[config.mk]
export PLATFORM = sky130hd
export DESIGN_NAME = spi_frame_timer
export DESIGN_NICKNAME = d
export VERILOG_FILES = /design/src/rtl/spi_tim_pkg.sv /design/src/rtl/spi_cfg_shadow.sv /design/src/rtl/spi_gap_cnt.sv /design/src/rtl/spi_cs_map.sv /design/src/rtl/spi_frame_timer.sv
export SDC_FILE = /design/constraint.sdc
export NUM_CORES = 1
export LEC_CHECK = 0
export BUFFER_PORTS_ARGS = -buffer_cell sky130_fd_sc_hd__buf_2
export CAP_MARGIN = 20
export CORE_MARGIN = 3
export CORE_UTILIZATION = 63
export CTS_BUF_LIST = sky130_fd_sc_hd__clkbuf_4 sky130_fd_sc_hd__clkbuf_8 sky130_fd_sc_hd__clkbuf_16
export CTS_CLUSTER_SIZE = 10
export DETAILED_ROUTE_END_ITERATION = 12
export MAX_ROUTING_LAYER = met4
export PLACE_DENSITY = 0.93
export RECOVER_POWER = 50
export SLEW_MARGIN = 5
export SYNTH_ARGS = -nofsm -noshare
export SYNTH_HDL_FRONTEND = slang
export SYNTH_SLANG_ARGS = --single-unit
[constraint.sdc]
create_clock -name clk -period 4.35 [get_ports clk]
set_clock_uncertainty 0.15 [all_clocks]
set_input_delay 0.435 -clock clk [delete_from_list [all_inputs] [get_ports clk]]
set_output_delay 0.435 -clock clk [all_outputs]
set_load 0.005 [all_outputs]
[src/rtl/spi_tim_pkg.sv]
package spi_tim_pkg;
    typedef enum logic [1:0] {
        PH_IDLE  = 2'd0,
        PH_SETUP = 2'd1,
        PH_RUN   = 2'd2,
        PH_HOLD  = 2'd3
    } phase_e;
endpackage

[src/rtl/spi_cfg_shadow.sv]
module spi_cfg_shadow #(
    parameter int W = 8
) (
    input  logic         clk,
    input  logic         rst_n,
    input  logic         load,
    input  logic [W-1:0] cfg_in,
    output logic [W-1:0] cfg_out
);
    logic [W-1:0] cfg_d, cfg_q;

    always_comb begin
        cfg_d = cfg_q;
        if (load) cfg_d = cfg_in;
    end

    always_ff @(posedge clk or negedge rst_n) begin
        if (!rst_n) cfg_q <= '0;
        else        cfg_q <= cfg_d;
    end

    assign cfg_out = cfg_q;
endmodule

[src/rtl/spi_gap_cnt.sv]
module spi_gap_cnt #(
    parameter int W = 10
) (
    input  logic         clk,
    input  logic         rst_n,
    input  logic         load,
    input  logic [W-1:0] load_val,
    output logic         zero
);
    logic [W-1:0] cnt_d, cnt_q;

    always_comb begin
        cnt_d = cnt_q;
        if (load)             cnt_d = load_val;
        else if (cnt_q != '0) cnt_d = cnt_q - 1'b1;
    end

    always_ff @(posedge clk or negedge rst_n) begin
        if (!rst_n) cnt_q <= '0;
        else        cnt_q <= cnt_d;
    end

    assign zero = (cnt_q == '0);
endmodule

[src/rtl/spi_cs_map.sv]
module spi_cs_map #(
    parameter int NCS = 4
) (
    input  logic           active,
    input  logic           decode,
    input  logic [NCS-1:0] dev,
    output logic [NCS-1:0] cs_n
);
    localparam int IW = (NCS > 1) ? $clog2(NCS) : 1;

    for (genvar i = 0; i < NCS; i++) begin : g_pin
        assign cs_n[i] = !active ? 1'b1
                       : (decode ? dev[i] : (dev[IW-1:0] != IW'(i)));
    end
endmodule

[src/rtl/spi_frame_timer.sv]
module spi_frame_timer
    import spi_tim_pkg::*;
#(
    parameter int DIV_W = 4,
    parameter int DLY_W = 8,
    parameter int NCS   = 4
) (
    input  logic             clk,
    input  logic             rst_n,
    input  logic             enable,
    input  logic             xfer_req,
    input  logic             xfer_done,
    input  logic [DIV_W-1:0] div_sel,
    input  logic             cpol,
    input  logic             cpha,
    input  logic [NCS-1:0]   dev_sel,
    input  logic             dev_decode,
    input  logic [DLY_W-1:0] t_setup,
    input  logic [DLY_W-1:0] t_hold,
    input  logic [DLY_W-1:0] t_gap,
    input  logic [DLY_W-1:0] t_switch,
    output logic             sclk,
    output logic [NCS-1:0]   cs_n,
    output logic             shift_stb,
    output logic             sample_stb,
    output logic             idle
);
    // counter wide enough for hold + full period + margin
    localparam int CW = ((DLY_W > DIV_W + 1) ? DLY_W : DIV_W + 1) + 2;

    typedef struct packed {
        logic [DIV_W-1:0] div;
        logic             cpol;
        logic             cpha;
        logic [NCS-1:0]   dev;
        logic             decode;
        logic [DLY_W-1:0] setup;
        logic [DLY_W-1:0] hold;
        logic [DLY_W-1:0] gap;
        logic [DLY_W-1:0] sw;
    } cfg_t;

    typedef struct packed {
        phase_e         ph;
        logic [CW-1:0]  cnt;
        logic           tog;
        logic           stop;
        logic           shift;
        logic           sample;
        logic [NCS-1:0] last_dev;
    } st_t;

    localparam int CFG_W = $bits(cfg_t);

    cfg_t cfg_in, cfg_q;
    st_t  s_d, s_q;
    logic gap_zero, sw_zero, gap_load;
    logic act_cpol, act_decode;
    logic [CW-1:0] div_ext, per_len, hold_ld, gap_ld, sw_ld;

    assign cfg_in = '{div: div_sel, cpol: cpol, cpha: cpha, dev: dev_sel,
                      decode: dev_decode, setup: t_setup, hold: t_hold,
                      gap: t_gap, sw: t_switch};

    spi_cfg_shadow #(.W(CFG_W)) u_shadow (
        .clk    (clk),
        .rst_n  (rst_n),
        .load   (!enable && (s_q.ph == PH_IDLE)),
        .cfg_in (cfg_in),
        .cfg_out(cfg_q)
    );

    assign div_ext = CW'(cfg_q.div);
    assign per_len = (div_ext + CW'(1)) << 1;
    assign hold_ld = CW'(cfg_q.hold) + per_len + CW'(2);
    assign gap_ld  = CW'(cfg_q.gap) + per_len;
    assign sw_ld   = CW'(cfg_q.sw);

    spi_gap_cnt #(.W(CW)) u_gap (
        .clk     (clk),
        .rst_n   (rst_n),
        .load    (gap_load),
        .load_val(gap_ld),
        .zero    (gap_zero)
    );

    spi_gap_cnt #(.W(CW)) u_switch (
        .clk     (clk),
        .rst_n   (rst_n),
        .load    (gap_load),
        .load_val(sw_ld),
        .zero    (sw_zero)
    );

    always_comb begin
        logic stop_now;
        s_d       = s_q;
        s_d.shift  = 1'b0;
        s_d.sample = 1'b0;
        gap_load  = 1'b0;
        stop_now  = s_q.stop | xfer_done;
        unique case (s_q.ph)
            PH_IDLE: begin
                if (enable && xfer_req && gap_zero &&
                    ((cfg_q.dev == s_q.last_dev) || sw_zero)) begin
                    s_d.ph       = PH_SETUP;
                    s_d.cnt      = CW'(cfg_q.setup);
                    s_d.stop     = 1'b0;
                    s_d.last_dev = cfg_q.dev;
                end
            end
            PH_SETUP: begin
                s_d.stop = stop_now;
                if (s_q.cnt == '0) begin
                    s_d.ph     = PH_RUN;
                    s_d.tog    = 1'b1;
                    s_d.cnt    = div_ext;
                    s_d.shift  = cfg_q.cpha;
                    s_d.sample = !cfg_q.cpha;
                end else begin
                    s_d.cnt = s_q.cnt - 1'b1;
                end
            end
            PH_RUN: begin
                s_d.stop = stop_now;
                if (s_q.cnt == '0) begin
                    s_d.tog = !s_q.tog;
                    if (!s_q.tog) begin
                        // leading edge
                        s_d.shift  = cfg_q.cpha;
                        s_d.sample = !cfg_q.cpha;
                        s_d.cnt    = div_ext;
                    end else begin
                        // trailing edge
                        s_d.shift  = !cfg_q.cpha;
                        s_d.sample = cfg_q.cpha;
                        if (stop_now) begin
                            s_d.ph  = PH_HOLD;
                            s_d.cnt = hold_ld;
                        end else begin
                            s_d.cnt = div_ext;
                        end
                    end
                end else begin
                    s_d.cnt = s_q.cnt - 1'b1;
                end
            end
            PH_HOLD: begin
                if (s_q.cnt == '0) begin
                    s_d.ph   = PH_IDLE;
                    gap_load = 1'b1;
                end else begin
                    s_d.cnt = s_q.cnt - 1'b1;
                end
            end
            default: s_d.ph = PH_IDLE;
        endcase
    end

    always_ff @(posedge clk or negedge rst_n) begin
        if (!rst_n) begin
            s_q.ph       <= PH_IDLE;
            s_q.cnt      <= '0;
            s_q.tog      <= 1'b0;
            s_q.stop     <= 1'b0;
            s_q.shift    <= 1'b0;
            s_q.sample   <= 1'b0;
            s_q.last_dev <= '0;
        end else begin
            s_q <= s_d;
        end
    end

    assign act_cpol   = cfg_q.cpol;
    assign act_decode = cfg_q.decode;

    spi_cs_map #(.NCS(NCS)) u_cs (
        .active(s_q.ph != PH_IDLE),
        .decode(act_decode),
        .dev   (cfg_q.dev),
        .cs_n  (cs_n)
    );

    assign sclk       = act_cpol ^ s_q.tog;
    assign shift_stb  = s_q.shift;
    assign sample_stb = s_q.sample;
    assign idle       = (s_q.ph == PH_IDLE) && gap_zero && sw_zero;
endmodule

==> impl_metrics.toml, run 1 <==
[clock_tree]
tritoncts = "done"
clk_latency_ns = 0.36
cts_made_buffers = 9
clockRootBuffer = "clkbuf_8"
cts_resized = 0
clkTransAtPathRegs_ns = 0.09
htreeDepth = 3
post-cts-setup-buffers = 0
cts.path.max_buffers = 2
cts.sink_count = 83

[sta]
slew-limit-headroom = -0.1719
max_freq_mhz = 292.3
hold_violations = 0
final-max-slew-violation-count = 74
fin_crit_sh = 0.7863
grt_setup_unrepaired = "false"
finalSetupViolCount = 0
tns_ns = 0
fin_hold_ws_ns = 0.1370
min_period_ns = 3.421
worst_pin_slew_ns = 1.758

[hold_path]
hold_path_startpoint = "dev_sel[1]"
min_to = "u_shadow.cfg_out[34]"
min_delay_path_depth = 3
hp-class = "input port to flip-flop"

[place]
gp_congestion = 0.9492
portBuffers = 55
placed_area_um2 = 5010
dp_hpwl_um = 7408

[floorplan]
start_util = 0.6683
coreArea_um2 = 6982
die_w_um = 92.06
ios = 56
fp.dieH_um = 92.06
rows = 30
fp.dieArea_um2 = 8474

[route]
vias = 3661
drt_wl_total_um = 10470
first_pass_iters = 5
avgViaCountPerCell = 6.011
ant_nets = 0
drtIter0Drc = 262
drcViolationCount = 0
wl_per_cell_um = 17.18

[global_route]
grtUsageMet3 = 0.06399
grt_pass1_vias = 3783
busiest_layer = "met2"
grt-ovfl-total = 0
grt_max_degree = 84
antenna_found_initial = 0
use_met1 = 0.3256
grtUsageMet2 = 0.4489
grt_use_total = 0.2697
grt_pass1_wl_um = 17550

[worst_setup_path]
cp.required_ns = 4.45
r2r-start = "s_q[8]"
crit_buf_inv = 1
critPathKind = "flip-flop to flip-flop"
crit_path_end_kind = "flip-flop"
crit_fanout = 28
worstReg2RegEnd = "s_q[13]"
ff2ff_path_depth = 7
crit_arrival_ns = 3.52
critPathMaxStageDelay_ns = 0.69
startpoint_type = "flip-flop"
ff2ff_setup_slack_ns = 0.93
slowest_stage = "o21ai_1"
cp_cell_sequence = "inv_1 > ha_1 > or4b_1 > nor3_4 > nand2_2 > o21ai_1 > mux2_2"
crit_family = "simple AND/OR/NAND/NOR gates"

[synthesis]
yosys_register_bits = 83
synth-edff-count = 0
ys.warnings.count = 0
synth_nets = 531
synth_area_leaders = "dfrtp_1 45%, mux2_2 9.7%, ha_1 6.4%"
synth_top_area_cell = "dfrtp_1"
synth-main-ff-cell = "dfrtp_1"
synthesis.area_um2 = 4666
synthArstFlopShare = 1.000
synth_cell_types = 52
seq_area_frac_synth = 0.4452
synthesis.instances = 457
synth_top_area_share = 0.4452
synth.avg_cell_area_um2 = 10.21

[finish]
diodes = 0
nets = 584
final_common_cell = "dfrtp_1"
layout_common_cells = "83 x dfrtp_1, 52 x buf_2, 48 x nor2_1"
drive_above_1_share = 0.2320
design_area_um2 = 5192
area_growth_pct = 11.29

[power_and_ir_drop]
ir_worst_vdd_mv = 0.4867
p_leak_uw = 0.002313
powerDensity_nw_per_um2 = 832.6

[run_status]
violations = "capacitance limit, slew limit"
status = "finished with violations"

[job]
cap_violations = 1
==> metrics by stage <==
stage	setup WS, ns	instances	power (uW)	utilization
finish	0.9294	609	4323	0.7437
global route	0.7274	609	4678	0.7437
CTS	0.9945	607	4322	0.7434
detailed placement	1.009	593	3755	0.7176
global placement	1.115	593	3588	0.7176
floorplan	1.563	457	3181	-
==> layout make-up <==
cell class | instances | area, um2
clock buffers | 9 | 123.9
multi-input cells | 338 | 2437
inverters | 18 | 67.56
clock inverters | 5 | 56.30
well taps | 96 | 120.1
fillers | 485 | 1789
repair buffers | 60 | 310.3
flip-flops and latches | 83 | 2077
==> report_power, final <==
part           internal, uW  switching [uW]
Clock                   258             278
Sequential             1140             366
Combinational          1070            1210
Total                  2470            1850
==> logic make-up after synthesis <==
kind of cell             Yosys count  share of synthesized area
AND/OR/NAND/NOR                  137                     0.1394
AO/OA/AOI/OAI                     95                     0.1346
flip-flops                        83                     0.4452
multiplexers                      49                     0.1172
buffers and inverters             36                    0.03245
XOR/XNOR                          31                    0.05819
adder cells (fa/ha/maj)           26                    0.07294
==> worst max path at each step <==
stage,cells past startpoint,slack [ns],end,from
5_1_grt,5,0.73,s_q[13],s_q[12]
6_report,7,0.93,s_q[13],s_q[8]
3_3_place_gp,5,1.12,s_q[13],s_q[12]
3_5_place_dp,5,1.01,s_q[13],s_q[12]
4_1_cts,5,0.99,s_q[13],s_q[12]
2_1_floorplan,10,1.56,s_q[14],u_shadow.cfg_out[39]
==> cells in the mapped netlist (8+ instances only) <==
cell type   n
clkbuf_1   14
ha_1       24
a21oi_1    23
o21ai_1    18
xor2_1      8
inv_1      18
nand2_1    41
mux2_2     40
dfrtp_1    83
nor2_1     48
o21ai_0    16
xnor2_1    23
==> worst min-delay path, cell delays in order <==
cell	delay, ns
buf_2	0.08
nand2_1	0.03
o21ai_0	0.06
==> sequential cells by signal, summed over array words and instances (netlist names) <==
signal / flops
u_gap.cnt_q: 10
s_q: 18
u_switch.cnt_q: 10
sample_stb: 1
shift_stb: 1
u_shadow.cfg_out: 43
==> metal layers <==
layer | part of all wire | vias to the layer above
met5 | 0 | -
met4 | 0.021 | 0
met3 | 0.064 | 27
met2 | 0.50 | 146
met1 | 0.41 | 1777
li1 | - | 1711
==> what timing repair did <==
action                                  in CTS  in global routing
hold buffers                                 0                  1
endpoints found under the hold margin        0                 10
endpoints found under the setup margin       0                  0
Power figures use the tool's default switching activity.
==> inputs of run 2 (changes only) <==
Settings changed: CORE_UTILIZATION 63 to 59, PLACE_DENSITY 0.93 to 0.89.
Clock period 4.35 ns to 3.2 ns, I/O delays scaled along.
==> run 2 against run 1 <==
  * The run now ends clean
  * Utilization is 3.3 points lower
  * Sequential power grew 34%
  * Via count grew 1.4%
  * First-iteration DRC count grew 3.1%
  * Clock-buffer cell count unchanged
  * Die area is 6.3% higher
  * Critical path depth increased by 3
  * Final cell count up 2.1%
  * Routed wire length decreased by 0.72%
==> impl_metrics.toml, run 2 (synthesized netlist as in run 1, its figures left out) <==
[route]
wl_per_cell_um = 16.70
drtIter0Drc = 270
ant_nets = 0
first_pass_iters = 4
vias = 3711
drcViolationCount = 0
avgViaCountPerCell = 5.966
drt_wl_total_um = 10390

[place]
placed_area_um2 = 5079
dp_hpwl_um = 7348
gp_congestion = 0.9089
portBuffers = 55

[floorplan]
coreArea_um2 = 7447
fp.dieH_um = 94.93
ios = 56
rows = 31
start_util = 0.6265
fp.dieArea_um2 = 9011
die_w_um = 94.93

[worst_setup_path]
slowest_stage = "dfrtp_1"
cp.required_ns = 3.33
critPathKind = "flip-flop to flip-flop"
crit_buf_inv = 0
startpoint_type = "flip-flop"
cpMostUsedCell = "ha_1"
critPathMaxStageDelay_ns = 0.44
crit_fanout = 5
cp_cell_sequence = "ha_1 > ha_1 > ha_1 > fa_1 > nand3_1 > nand2_1 > xnor2_1 > o32a_1 > o311a_1 > o31ai_1"
crit_path_end_kind = "flip-flop"
crit_family = "adder cells"
crit_arrival_ns = 3.15

[clock_tree]
cts.sink_count = 83
htreeDepth = 3
clk_latency_ns = 0.37
clockRootBuffer = "clkbuf_8"
cts_made_buffers = 9
clkTransAtPathRegs_ns = 0.09
tritoncts = "done"
cts.path.max_buffers = 2

[sta]
finalSetupViolCount = 0
fin_hold_ws_ns = 0.01554
final-max-slew-violation-count = 0
tns_ns = 0
grt_setup_unrepaired = "false"
hold_violations = 0
fin_crit_sh = 0.9446
max_freq_mhz = 330.8
slew-limit-headroom = 0.3883
worst_pin_slew_ns = 0.9176
min_period_ns = 3.023

[finish]
area_growth_pct = 13.44
nets = 592
largest_reg_flops = 43
drive_above_1_share = 0.2467
final_common_cell = "dfrtp_1"
diodes = 0
design_area_um2 = 5293
layout_common_cells = "83 x dfrtp_1, 52 x buf_2, 47 x nor2_1"

[job]
cap_violations = 0

[global_route]
use_met1 = 0.3104
grt_pass1_vias = 3624
grt_use_total = 0.2466
grt-ovfl-total = 0
grtUsageMet2 = 0.3905
busiest_layer = "met2"
antenna_found_initial = 0
grt_max_degree = 84
grt_pass1_wl_um = 16660
grtUsageMet3 = 0.05259

[hold_path]
hp-class = "input port to flip-flop"

[power_and_ir_drop]
p_leak_uw = 0.002359
powerDensity_nw_per_um2 = 1120
ir_worst_vdd_mv = 0.7801

[run_status]
status = "finished clean"
run 2: changes by cell type in the layout (fill, tap and decap cells not counted), sizes merged:
cell	change
clkbuf	-1
dlygate4sd3	+1
buf	+8
inv	+4
clkinv	-1
bufinv	-1
run 2: final timing paths:
path	startpoint	to	slack, ns	cells after the start
max	u_shadow.cfg_out[39]	s_q[14]	0.18	10
min	t_hold[1]	u_shadow.cfg_out[17]	0.02	3
max reg2reg	u_shadow.cfg_out[39]	s_q[14]	0.18	10
min reg2reg	u_shadow.cfg_out[7]	u_switch.cnt_q[7]	0.34	2
max in group asynchronous	rst_n	shift_stb	1.63	3
min in group asynchronous	rst_n	u_shadow.cfg_out[16]	0.44	2
run 2: power breakdown:
part / total (uW) / switching (uW) / leakage (uW) / internal [uW]
registers: 2030 / 473 / 0.00101 / 1550
logic: 3180 / 1670 / 0.00126 / 1510
clock network: 721 / 425 / 0.0000925 / 295
total: 5930 / 2570 / 0.00236 / 3360
run 2: what timing repair did:
action | CTS | global route
hold endpoints to repair | 1 | 15
setup endpoints to repair | 0 | 1
hold buffers | 1 | 1
buffers inserted | 0 | 0
resized for setup | 0 | 1
run 2: worst reg2reg max path: stages, from the launching register on:
cell     delay (ns)
dfrtp_1        0.44
ha_1           0.37
ha_1           0.30
ha_1           0.24
fa_1           0.42
nand3_1        0.11
nand2_1        0.08
xnor2_1        0.13
o32a_1         0.32
o311a_1        0.13
o31ai_1        0.24
run 2: layer usage:
layer | up-vias | routed length, um | share of wire
li1 | 1735 | - | -
met1 | 1813 | 4331 | 0.42
met2 | 135 | 5127 | 0.49
met3 | 28 | 626 | 0.060
met4 | 0 | 304 | 0.029
met5 | - | 0 | 0
run 2: layout make-up:
type	instances	area (um2)
clock inverter	7	58.81
fill	534	2155
inverter	18	67.56
timing repair buffer	68	391.6
multi-input combinational	338	2450
sequential	83	2077
tap	99	123.9
clock buffer	9	123.9
run 2: metrics by stage:
stage / cells / util / total power (uW) / setup slack [ns]
final: 622 / 0.7107 / 5929 / 0.1772
after detailed placement: 603 / 0.6820 / 5119 / 0.2178
after global placement: 603 / 0.6820 / 4928 / 0.3495
after floorplan: 457 / - / 4324 / 0.4126
after CTS: 620 / 0.7078 / 5869 / 0.2085
after global routing: 622 / 0.7107 / 6379 / 0.04453
==> inputs of run 3 (changes only) <==
Settings changed: BUFFER_PORTS_ARGS -buffer_cell sky130_fd_sc_hd__buf_2 to default, CORE_UTILIZATION 59 to 64, DONT_BUFFER_PORTS from default to 1, PLACE_DENSITY 0.89 to 0.88.
==> run 3 against run 2 <==
  * The flow now finishes with violations (capacitance limit, slew limit)
  * Register-to-register slack is essentially flat
  * Die area down 7.3%
  * Final cell count fell by 2.9%
  * Worst hold slack better by 0.019 ns
  * Critical path depth unchanged
  * Largest power group unchanged
==> impl_metrics.toml, run 3 (synthesized netlist as in run 1, its figures left out) <==
[finish]
layout_common_cells = "83 x dfrtp_1, 47 x nor2_1, 44 x dlygate4sd3_1"
final_common_cell = "dfrtp_1"
nFillCells = 425
nets = 577
largest_reg_flops = 43
diodes = 0
area_growth_pct = 15.88
drive_above_1_share = 0.1437

[clock_tree]
cts.sink_count = 83
tritoncts = "done"
clk_latency_ns = 0.36
post-cts-setup-buffers = 0
clockRootBuffer = "clkbuf_8"
htreeDepth = 3
cts_made_buffers = 9
cts.path.max_buffers = 2
clkTransAtPathRegs_ns = 0.09

[global_route]
grtUsageMet3 = 0.06959
grt_pass1_vias = 3799
antenna_found_initial = 0
busiest_layer = "met2"
grt-ovfl-total = 0
grtUsageMet2 = 0.4674
use_met1 = 0.3370
grt_use_total = 0.2824
grt_max_degree = 84
grt_pass1_wl_um = 18250

[power_and_ir_drop]
powerDensity_nw_per_um2 = 1083
p_clk_frac = 0.119
p_seq_frac = 0.348
ir_worst_vdd_mv = 0.7307
p_sw_uw = 2509
power.internal_uw = 3347
p_leak_uw = 0.002303
switching_share = 0.4285
p_comb_frac = 0.533

[route]
first_pass_iters = 5
drcViolationCount = 0
avgViaCountPerCell = 5.988
ant_nets = 0
drtIter0Drc = 352
wl_per_cell_um = 17.74
drt_wl_total_um = 10710
vias = 3617

[floorplan]
die_w_um = 91.38
coreArea_um2 = 6944
start_util = 0.6719
fp.dieArea_um2 = 8350
ios = 56
fp.dieH_um = 91.38
rows = 30

[sta]
final-max-slew-violation-count = 84
finalSetupViolCount = 0
worst_pin_slew_ns = 1.975
slew-limit-headroom = -0.3169
hold_violations = 0
min_period_ns = 3.014
grt_setup_unrepaired = "false"
fin_crit_sh = 0.9419
tns_ns = 0
max_freq_mhz = 331.8
fin_hold_ws_ns = 0.03405

[run_status]
status = "finished with violations"
violations = "capacitance limit, slew limit"

[place]
dp_hpwl_um = 7084
gp_congestion = 0.9104
portBuffers = 0

[hold_path]
min_delay_path_depth = 2
hp-class = "input port to flip-flop"

[worst_setup_path]
crit_fanout = 5
critPathKind = "flip-flop to flip-flop"
crit_path_end_kind = "flip-flop"
cp.required_ns = 3.31
crit_arrival_ns = 3.12
startpoint_type = "flip-flop"
ff2ff_path_depth = 10
ff2ff_setup_slack_ns = 0.19

[job]
cap_violations = 1
run 3: metal layers:
metal	part of all wire	up-vias
met2	0.52	129
met5	0	-
met4	0.019	0
met1	0.40	1774
met3	0.061	18
li1	-	1696
run 3: repair_timing:
item                                   in CTS  in global routing
setup endpoints to repair                   0                  0
endpoints found under the hold margin     126                  0
hold buffers                               45                  0
resized for setup                           0                  0
run 3: worst max-delay path, stage by stage, from the launching register on:
cell and delay, ns:
dfrtp_1 0.44, ha_1 0.37, ha_1 0.29, ha_1 0.23, fa_1 0.41, nand3_1 0.10, nand2_1 0.09, xnor2_1 0.14
o32a_1 0.33, o311a_1 0.12, o31ai_1 0.24
run 3: area by class of cell:
type | instances | area, um2 | area share
Clock buffer | 11 | 145.1 | 0.02685
Clock inverter | 5 | 37.54 | 0.006943
Inverter | 18 | 67.56 | 0.01250
Multi-Input combinational cell | 338 | 2445 | 0.4522
Sequential cell | 83 | 2077 | 0.3842
Tap cell | 96 | 120.1 | 0.02222
Timing Repair Buffer | 53 | 514.2 | 0.09512
run 3: power by group through the flow:
stage               clock [uW]  sequential (uW)  combinational [uW]
global route               755             2110                3440
detailed placement           0             2040                2990
global placement             0             2000                2840
finish                     695             2040                3120
floorplan                    0             1890                2430
CTS                        703             2020                3090
run 3: final timing paths:
check,startpoint,endpoint
worst max-delay path,u_shadow.cfg_out[39],s_q[14]
worst min-delay path,xfer_done,s_q[6]
worst max register to register,u_shadow.cfg_out[39],s_q[14]
worst min register to register,u_shadow.cfg_out[27],u_shadow.cfg_out[27]
max in group asynchronous,rst_n,u_shadow.cfg_out[38]
min in group asynchronous,rst_n,u_shadow.cfg_out[27]
run 3: stage by stage:
stage / total power (uW) / std cells / cell area [um2] / worst slack [ns] / utilization
floorplan: 4324 / 457 / 4666 / 0.4126 / -
global placement: 4833 / 543 / 4782 / 0.3516 / 0.6886
detailed placement: 5025 / 543 / 4782 / 0.1919 / 0.6886
CTS: 5813 / 604 / 5433 / 0.1976 / 0.7823
global route: 6307 / 604 / 5406 / 0.03211 / 0.7786
finish: 5856 / 604 / 5406 / 0.1858 / 0.7786
